### config.mk
export PLATFORM = sky130hd
export DESIGN_NAME = pic96_top
export DESIGN_NICKNAME = d
export VERILOG_FILES = /design/src/rtl/pic96_pkg.sv /design/src/rtl/pic96_lowest.sv /design/src/rtl/pic96_port_cause.sv /design/src/rtl/pic96_resolver.sv /design/src/rtl/pic96_top.sv
export SDC_FILE = /design/constraint.sdc
export NUM_CORES = 1
export LEC_CHECK = 0
export BUFFER_PORTS_ARGS = -buffer_cell sky130_fd_sc_hd__clkbuf_2
export CAP_MARGIN = 20
export CORE_MARGIN = 2
export CORE_UTILIZATION = 50
export CTS_BUF_LIST = sky130_fd_sc_hd__clkbuf_4 sky130_fd_sc_hd__clkbuf_8 sky130_fd_sc_hd__clkbuf_16
export DETAILED_ROUTE_END_ITERATION = 12
export GPL_TIMING_DRIVEN = 0
export MAX_ROUTING_LAYER = met4
export PLACE_DENSITY = 0.76
export SYNTH_ARGS = -nofsm -noshare
export SYNTH_HDL_FRONTEND = slang
export SYNTH_SLANG_ARGS = --single-unit
### constraint.sdc
create_clock -name clk -period 2.3 [get_ports clk]
set_input_delay 0.46 -clock clk [delete_from_list [all_inputs] [get_ports clk]]
set_output_delay 0.46 -clock clk [all_outputs]
set_load 0.02 [all_outputs]
### src/rtl/pic96_pkg.sv
package pic96_pkg;
   localparam int DATA_W = 32;
   localparam int NUM_W  = 7;
   localparam int ADDR_W = 3;

   typedef enum logic [ADDR_W-1:0] {
      SEL_LO_CAUSE   = 3'd0,
      SEL_HI_CAUSE   = 3'd1,
      SEL_PORT_CAUSE = 3'd2,
      SEL_LO_MASK    = 3'd3,
      SEL_HI_MASK    = 3'd4,
      SEL_PORT_MASK  = 3'd5
   } reg_sel_e;
endpackage

### src/rtl/pic96_lowest.sv
module pic96_lowest #(
   parameter int W     = 32,
   parameter int IDX_W = $clog2(W)
) (
   input  logic [W-1:0]     vec,
   output logic             any,
   output logic [IDX_W-1:0] idx
);
   if (W < 2) begin : g_bad_w
      $error("pic96_lowest: W must be at least 2");
   end

   always_comb begin
      any = |vec;
      idx = '0;
      for (int i = W - 1; i >= 0; i--) begin
         if (vec[i]) idx = IDX_W'(i);
      end
   end
endmodule

### src/rtl/pic96_port_cause.sv
module pic96_port_cause #(
   parameter int N = 32
) (
   input  logic         clk,
   input  logic         rst_n,
   input  logic [N-1:0] line_in,
   input  logic         clr_we,
   input  logic [N-1:0] keep_bits,
   output logic [N-1:0] cause
);
   logic [N-1:0] line_q;
   logic [N-1:0] rise;

   assign rise = line_in & ~line_q;

   always_ff @(posedge clk or negedge rst_n) begin
      if (!rst_n) begin
         line_q <= '0;
         cause  <= '0;
      end else begin
         line_q <= line_in;
         if (clr_we) cause <= (cause & keep_bits) | rise;
         else        cause <= cause | rise;
      end
   end
endmodule

### src/rtl/pic96_resolver.sv
module pic96_resolver #(
   parameter int          DW        = 32,
   parameter int          NW        = 7,
   parameter logic [31:0] LO_FILTER = 32'h3DFF_FFFE,
   parameter logic [31:0] HI_FILTER = 32'h0F00_0DB7,
   parameter int          SUM_LSB   = 24,
   parameter int          PORT_BASE = 64,
   parameter int          HI_BASE   = 32
) (
   input  logic [DW-1:0] lo_cause,
   input  logic [DW-1:0] hi_cause,
   input  logic [DW-1:0] port_cause,
   input  logic [DW-1:0] lo_mask,
   input  logic [DW-1:0] hi_mask,
   input  logic [DW-1:0] port_mask,
   output logic          valid,
   output logic [NW-1:0] num,
   output logic          spurious,
   output logic          cpu_irq
);
   localparam int IW = $clog2(DW);

   logic [DW-1:0] lo_elig, hi_elig, port_elig;
   logic          lo_any, hi_any, port_any;
   logic [IW-1:0] lo_idx, hi_idx, port_idx;

   assign lo_elig   = lo_cause & LO_FILTER[DW-1:0] & lo_mask;
   assign hi_elig   = hi_cause & HI_FILTER[DW-1:0] & hi_mask;
   assign port_elig = port_cause & port_mask;

   pic96_lowest #(.W(DW), .IDX_W(IW)) u_lo_enc
      (.vec(lo_elig), .any(lo_any), .idx(lo_idx));
   pic96_lowest #(.W(DW), .IDX_W(IW)) u_hi_enc
      (.vec(hi_elig), .any(hi_any), .idx(hi_idx));
   pic96_lowest #(.W(DW), .IDX_W(IW)) u_port_enc
      (.vec(port_elig), .any(port_any), .idx(port_idx));

   always_comb begin
      valid    = 1'b0;
      num      = '0;
      spurious = 1'b1;
      if (lo_any) begin
         valid    = 1'b1;
         spurious = 1'b0;
         num      = NW'(lo_idx);
      end else if (hi_any) begin
         if (int'(hi_idx) >= SUM_LSB) begin
            if (port_any) begin
               valid    = 1'b1;
               spurious = 1'b0;
               num      = NW'(PORT_BASE) + NW'(port_idx);
            end
         end else begin
            valid    = 1'b1;
            spurious = 1'b0;
            num      = NW'(HI_BASE) + NW'(hi_idx);
         end
      end
   end

   assign cpu_irq = lo_any | hi_any;
endmodule

### src/rtl/pic96_top.sv
module pic96_top
   import pic96_pkg::*;
#(
   parameter logic [31:0] LO_FILTER   = 32'h3DFF_FFFE,
   parameter logic [31:0] HI_FILTER   = 32'h0F00_0DB7,
   parameter int          N_PORT      = 32,
   parameter int          SUM_LSB     = 24,
   parameter int          SUM_GROUPS  = 4,
   parameter logic [31:0] HI_MASK_RST = 32'h0F00_0000
) (
   input  logic              clk,
   input  logic              rst_n,
   input  logic [ADDR_W-1:0] bus_addr,
   input  logic              bus_we,
   input  logic [DATA_W-1:0] bus_wdata,
   output logic [DATA_W-1:0] bus_rdata,
   input  logic [DATA_W-1:0] unit_irq_lo,
   input  logic [DATA_W-1:0] unit_irq_hi,
   input  logic [N_PORT-1:0] gpp_irq,
   output logic              cpu_irq,
   output logic              irq_valid,
   output logic [NUM_W-1:0]  irq_num,
   output logic              irq_spurious
);
   localparam int                GRP_W     = N_PORT / SUM_GROUPS;
   localparam logic [DATA_W-1:0] SUM_FIELD =
      DATA_W'(((64'd1 << SUM_GROUPS) - 64'd1) << SUM_LSB);

   if (N_PORT != DATA_W) begin : g_bad_port
      $error("pic96_top: N_PORT must equal the register width");
   end
   if (N_PORT % SUM_GROUPS != 0) begin : g_bad_grp
      $error("pic96_top: N_PORT must divide evenly into SUM_GROUPS");
   end
   if (SUM_LSB + SUM_GROUPS > DATA_W) begin : g_bad_sum
      $error("pic96_top: summary field exceeds register");
   end

   logic [DATA_W-1:0]     lo_cause_q, hi_raw_q, hi_cause;
   logic [DATA_W-1:0]     lo_mask_q, hi_mask_q, port_mask_q;
   logic [N_PORT-1:0]     port_cause_q;
   logic [SUM_GROUPS-1:0] summary;
   logic                  wr_port_cause;

   always_ff @(posedge clk or negedge rst_n) begin
      if (!rst_n) begin
         lo_cause_q <= '0;
         hi_raw_q   <= '0;
      end else begin
         lo_cause_q <= unit_irq_lo;
         hi_raw_q   <= unit_irq_hi;
      end
   end

   always_ff @(posedge clk or negedge rst_n) begin
      if (!rst_n) begin
         lo_mask_q   <= '0;
         hi_mask_q   <= HI_MASK_RST;
         port_mask_q <= '0;
      end else if (bus_we) begin
         case (reg_sel_e'(bus_addr))
            SEL_LO_MASK:   lo_mask_q   <= bus_wdata;
            SEL_HI_MASK:   hi_mask_q   <= bus_wdata;
            SEL_PORT_MASK: port_mask_q <= bus_wdata;
            default: ;
         endcase
      end
   end

   assign wr_port_cause = bus_we && (reg_sel_e'(bus_addr) == SEL_PORT_CAUSE);

   pic96_port_cause #(.N(N_PORT)) u_port (
      .clk       (clk),
      .rst_n     (rst_n),
      .line_in   (gpp_irq),
      .clr_we    (wr_port_cause),
      .keep_bits (bus_wdata[N_PORT-1:0]),
      .cause     (port_cause_q)
   );

   for (genvar g = 0; g < SUM_GROUPS; g++) begin : g_sum
      assign summary[g] = |port_cause_q[g*GRP_W +: GRP_W];
   end

   assign hi_cause = (hi_raw_q & ~SUM_FIELD)
                   | (DATA_W'(summary) << SUM_LSB);

   pic96_resolver #(
      .DW        (DATA_W),
      .NW        (NUM_W),
      .LO_FILTER (LO_FILTER),
      .HI_FILTER (HI_FILTER),
      .SUM_LSB   (SUM_LSB),
      .PORT_BASE (2 * DATA_W),
      .HI_BASE   (DATA_W)
   ) u_res (
      .lo_cause   (lo_cause_q),
      .hi_cause   (hi_cause),
      .port_cause (port_cause_q),
      .lo_mask    (lo_mask_q),
      .hi_mask    (hi_mask_q),
      .port_mask  (port_mask_q),
      .valid      (irq_valid),
      .num        (irq_num),
      .spurious   (irq_spurious),
      .cpu_irq    (cpu_irq)
   );

   always_comb begin
      case (reg_sel_e'(bus_addr))
         SEL_LO_CAUSE:   bus_rdata = lo_cause_q;
         SEL_HI_CAUSE:   bus_rdata = hi_cause;
         SEL_PORT_CAUSE: bus_rdata = port_cause_q;
         SEL_LO_MASK:    bus_rdata = lo_mask_q;
         SEL_HI_MASK:    bus_rdata = hi_mask_q;
         SEL_PORT_MASK:  bus_rdata = port_mask_q;
         default:        bus_rdata = '0;
      endcase
   end
endmodule

## Word level (Yosys, flattened, before mapping)

Cells that the tools add are included.

| word-level totals | value |
|---|---|
| flip-flop bits (word level) | 224 |
| bits of input ports | 134 |
| logic and storage cells | 147 |

| cells by class | value |
|---|---|
| $add $sub $neg | 2 |
| $lt $le $gt $ge | 1 |
| equal/unequal tests | 5 |
| multiplexer cells | 110 |
| bitwise gates (word level) | 10 |
| reductions and logical operators | 12 |

Operator list:

| kind | count |
|---|---|
| $mux 5 | 96 |
| $pmux 32 s6 | 1 |
| $and 32x32->32 | 3 |
| $reduce_or 32->1 | 3 |
| $or 32x32->32 | 2 |
| $and 28x32->32 | 1 |
| $and 30x32->32 | 1 |
| $mux 32 | 1 |
| $not 32->32 | 1 |
| $or 32x28->32 | 1 |
| $reduce_or 8->1 | 4 |
| $mux 7 | 4 |
| $mux 1 | 8 |
| $add 6x5->7 const A | 1 |
| $add 7x5->7 const A | 1 |
| $eq 3x2->1 const B | 2 |
| $eq 3x3->1 const B | 2 |
| $reduce_and 2->1 | 3 |
| $ge 5x5->1 const B | 1 |
| $eq 3x1->1 const B | 1 |
| $logic_not 3->1 | 1 |
| $logic_and 1x1->1 | 1 |
| $or 1x1->1 | 1 |

## Longest topological paths before layout

| depth | value |
|---|---|
| depth in word-level cells | 39 |
| mapped depth | 8 |
| mapped depth without buffers | 6 |

## Cells and area by module

A second synthesis with hierarchy kept.

| unflattened totals | value |
|---|---|
| cell total of the unflattened synthesis | 934 |
| area, all modules | 10895.4 µm² |

By module, submodules not included:

| module | times used | cells an instance | area each (µm²) | seq. area each (µm²) |
|---|---|---|---|---|
| pic96_top | 1 | 472 | 6889.1 | 3908.7 |
| pic96_port_cause | 1 | 163 | 2217.1 | 1601.5 |
| pic96_lowest | 3 | 65 | 385.4 | 0.0 |
| pic96_resolver | 1 | 104 | 633.1 | 0.0 |

## Least setup slack after synthesis

Ideal clock, no wire load.

| timing | value |
|---|---|
| path kind | register to output |
| start point | register lo_cause_q[3] |
| end point | output irq_num[0] |
| data arrival time | 2.314 ns |
| required time | 1.840 ns |
| path slack | -0.474 ns |
| stages on the path, launching flop included | 7 |
| path buffers | 0 |
| cells stage by stage | dfrtp_1 a222oi_1 nand4_1 or3_4 nor3b_1 a31oi_1 nand4_1 |

| on the way | value |
|---|---|
| word-level cells in the longest chain between the ends | 6 |
| elaborated cells between the ends (all ways) | 7 |
| classes of those cells | 5 x mux; 1 x bitwise; 1 x reduce/logical |

RTL lines:

| element | RTL line | RTL |
|---|---|---|
| from (decl) | pic96_top.sv:39 | `logic [DATA_W-1:0] lo_cause_q, hi_raw_q, hi_cause;` |
| from (signal assigned) | pic96_top.sv:50 | `lo_cause_q <= unit_irq_lo;` |
| $and 30x32->32 * | pic96_resolver.sv:27 | `assign lo_elig = lo_cause & LO_FILTER[DW-1:0] & lo_mask;` |
| $mux 5 (4 in series) | pic96_lowest.sv:17 | `if (vec[i]) idx = IDX_W'(i);` |
| $mux 7 * | pic96_resolver.sv:42 | `if (lo_any) begin` |
| to (decl) | pic96_top.sv:22 | `output logic [NUM_W-1:0] irq_num,` |

Every way passes the cells marked *; elsewhere a longest branch is shown, timed or not.

## Worst setup path after layout

| timing | value |
|---|---|
| start point | register lo_cause_q[1] |
| end point | output irq_num[2] |

| on the way | value |
|---|---|
| word-level cells in the longest chain between the ends | 4 |
| elaborated cells between the ends (all ways) | 5 |
| classes of those cells | 3 x mux; 1 x bitwise; 1 x reduce/logical |

RTL lines:

| element | RTL line |
|---|---|
| $and 30x32->32 * | pic96_resolver.sv:27 |
| branches (longest 2 deep; another with $reduce_or 32->1) | - |
| $mux 7 * | pic96_resolver.sv:42 |

Every way passes the cells marked *.

==> results.md <==
* Share of layout cells above drive strength 1 at ~39%
* P_sw at approximately 3.2 mW
* Final non-filler cell total at 1,291
* DRT Pass-1 Iters at 6
* Clk root buf: clkbuf_16
* Vias/cell at 6.20
* Critical Path Source Type: register
* Peak supply drop at around 0.63 mV
* Final-report max-slew violation count at 0
* Min Tclk post-route at 3340 ps
* Core area at 18,600 µm²
* Sw Ratio at 29.3%
* Site row count at 50
* Drt wl/cell at around 23 µm
* GRT overflow at 0
* Vias in the first global route at 8,089
* #FFs+latches synth at 220
* Area delta synth->final at 28.2%
* Logic pwr share at 19.3%
* WP data required at 1840 ps
* Final ANT Viol Nets at 0
* Netlist Area Pre-Place at 9490 µm²
* Most common cell after layout, fill and taps aside: dfrtp_1
* Die Wd at 142 µm
* Placed Cells at 1,216
* Fin crit share at 145%
* Ports at 176
* Sequential fraction of the synthesis area at 58.1%
* Mapped Nets at 946
* Initial antenna violation count at 0
* Syn_area_per_cell at approximately 12 µm²
* Status: finished, violations left
* Setup Skew at 9.32 ps
* Critical Path Start: lo_cause_q[1]
* Post-synthesis async set-or-reset flop share at 100%
* P_int at between 7 and 8 mW
* N_diodes at 0
* Pwr Density at 889 nW/µm²
* Primary FF master, synth: dfrtp_1
* CTS Hold Buffers Added at 0
* First-pass GRT wire length at ~46 mm
* Clock Power Share at 35.6%
* CP endpoint kind: primary output
* Count of different cell masters after synthesis at between 50 and 60
* Port buffer count at 169
* Post-route cell area at around 12,000 µm²
* Crit path DAT at 2880 ps
* Hold Fails Final Rpt at 0
* Most frequent cells in the layout: dfrtp_1, clkbuf_2, a22oi_1
* Final setup fails at 14
* Fmax at 0.299 GHz
* Crit path kind: reg2out
* # Max-Cap Violations at 0
* Largest net degree at the start of global routing at 117
* YS warnings at 0
* Die Y at 142 µm
* Cells after synthesis at slightly above 800
* Actual slew at the worst max-slew pin at 867 ps
* Leak pwr at 5.58 nW
* Hold Path Class: in2async
* DR iter-0 viols at 930
* Violated checks: setup timing
* WL final at 30.2 mm
* Vias at 8,010
* DP Area at 10,700 µm²
* Reg power frac at a little under half
* # clock sinks at 220
* Initial core utilization at 50.9%
* Placer congestion estimate at 0.978
* Final setup margin at -1040 ps
* DRC viols at 0
* H-tree levels at 1
* Clock buffer depth at 3
* Clock Latency Late Sink at roughly 500 ps
* GRT Total Usage at 30.8%
* Worst-path clk slew at 60 ps
* RR Startpoint: lo_mask_q[3]
* Max transition margin at 42.2%
* CTS Buf Count at 23
* RSZ-0062 raised after global routing: true
* CP Max Fanout at 5
* Die Area at 20,100 µm²
* Hpwl dp at 20.8 mm
* CTS tree: built
* Post-synth EDFFs at 0
* Nets at 1,176
==> power groups by stage <==
stage	registers, mW	logic, mW	clock network, mW
finish	4.88	2.08	3.85
detailed placement	4.90	1.88	0
global route	4.93	2.26	4.04
CTS	4.85	2.01	3.89
global placement	4.89	1.84	0
floorplan	4.74	1.22	0
==> synth_stat cells, types with 2 or more instances <==
library cell,count,area (µm²)
clkbuf_1,19,71.3
dfrtp_1,216,5410
a32o_1,5,50.1
nand2_1,67,251
mux2i_1,4,40.0
nand3_1,41,205
mux2_1,13,146
nor2_1,14,52.6
nand4_1,9,56.3
mux2_2,82,923
a31oi_1,4,25.0
or3_1,2,12.5
o2111ai_1,3,26.3
a21boi_0,2,15.0
o21ai_1,9,45.0
nor4_1,6,37.5
a21oi_1,12,60.1
a32oi_1,5,43.8
and3_1,3,18.8
nor3_1,3,15.0
nand2b_1,5,31.3
a41oi_1,2,17.5
inv_1,38,143
a222oi_1,6,60.1
a221oi_1,5,43.8
buf_1,9,33.8
a211oi_1,2,15.0
o21ai_0,69,345
and2_1,4,25.0
a22oi_1,112,841
dfstp_2,4,105
o211ai_1,6,45.0
buf_2,5,25.0
nor3b_1,3,22.5
a22o_1,3,26.3
==> per-layer routing <==
layer  GRT usage, %  part of all wire (%)  vias up
li1               -                     -     3513
met1           40.2                    41     3961
met2           46.3                    46      449
met3           8.61                   9.8       87
met4           11.8                   3.3        0
met5              -                     0        -
==> what timing repair did <==
| item | 4_1_cts | 5_1_grt |
|---|---|---|
| gates resized for setup | 95 | 41 |
| gates cloned | 0 | 0 |
| setup endpoints to repair | 42 | 42 |
| buffers inserted | 27 | 11 |
| pin swaps | 13 | 19 |
==> path summary, 6_finish.rpt <==
check,end,slack [ps],depth (start not counted)
max in group asynchronous,u_port.cause[6],1200,2
min in group clk,hi_raw_q[2],40,1
hold reg to reg,u_port.cause[20],410,1
hold / removal,u_port.line_q[27],30,1
setup reg to reg,lo_mask_q[3],1370,2
setup / recovery,irq_num[2],-1040,8
==> state kept, by name (all words and copies together), names as in the netlist <==
signal,flops
port_mask_q,32
u_port.line_q,32
hi_mask_q,32
hi_raw_q,28
lo_cause_q,32
lo_mask_q,32
u_port.cause,32
==> critical path, stage by stage (launching register included) <==
cell and delay (ps):
dfrtp_1 460, a222oi_1 280, buf_4 190, nand4_1 150, or3_4 420, nor3_4 300, nand4_1 120, o211ai_1 270
buf_4 190
==> area by class of cell <==
class	count	area (µm²)
clock buffers	30	653
inverters	38	143
well taps	234	293
plain buffers	33	277
multi-input cells	520	3910
clock inverters	10	133
repair buffers	206	1230
flip-flops and latches	220	5530
fillers	1440	6480
==> cell families after synthesis <==
family	Yosys count	share of synthesized area [%]
buf+inv	72	3.03
mux	99	11.7
simple gates	166	8.61
flops	220	58.1
compound gates	255	18.6
==> per-stage QoR <==
step / setup slack [ps] / power (mW) / hold slack (ps) / setup TNS (ps) / utilization (%)
floorplan: -218 / 5.96 / 164 / -476 / -
global placement: -3400 / 6.73 / 395 / -776490 / 57.1
detailed placement: -1070 / 6.79 / 402 / -39980 / 57.3
CTS: -1050 / 10.7 / 41.4 / -9640 / 64.5
global route: -1120 / 11.2 / 43.7 / -10780 / 65.3
finish: -1040 / 10.8 / 25.8 / -9800 / 65.3
(Power assumes the default switching activity.)
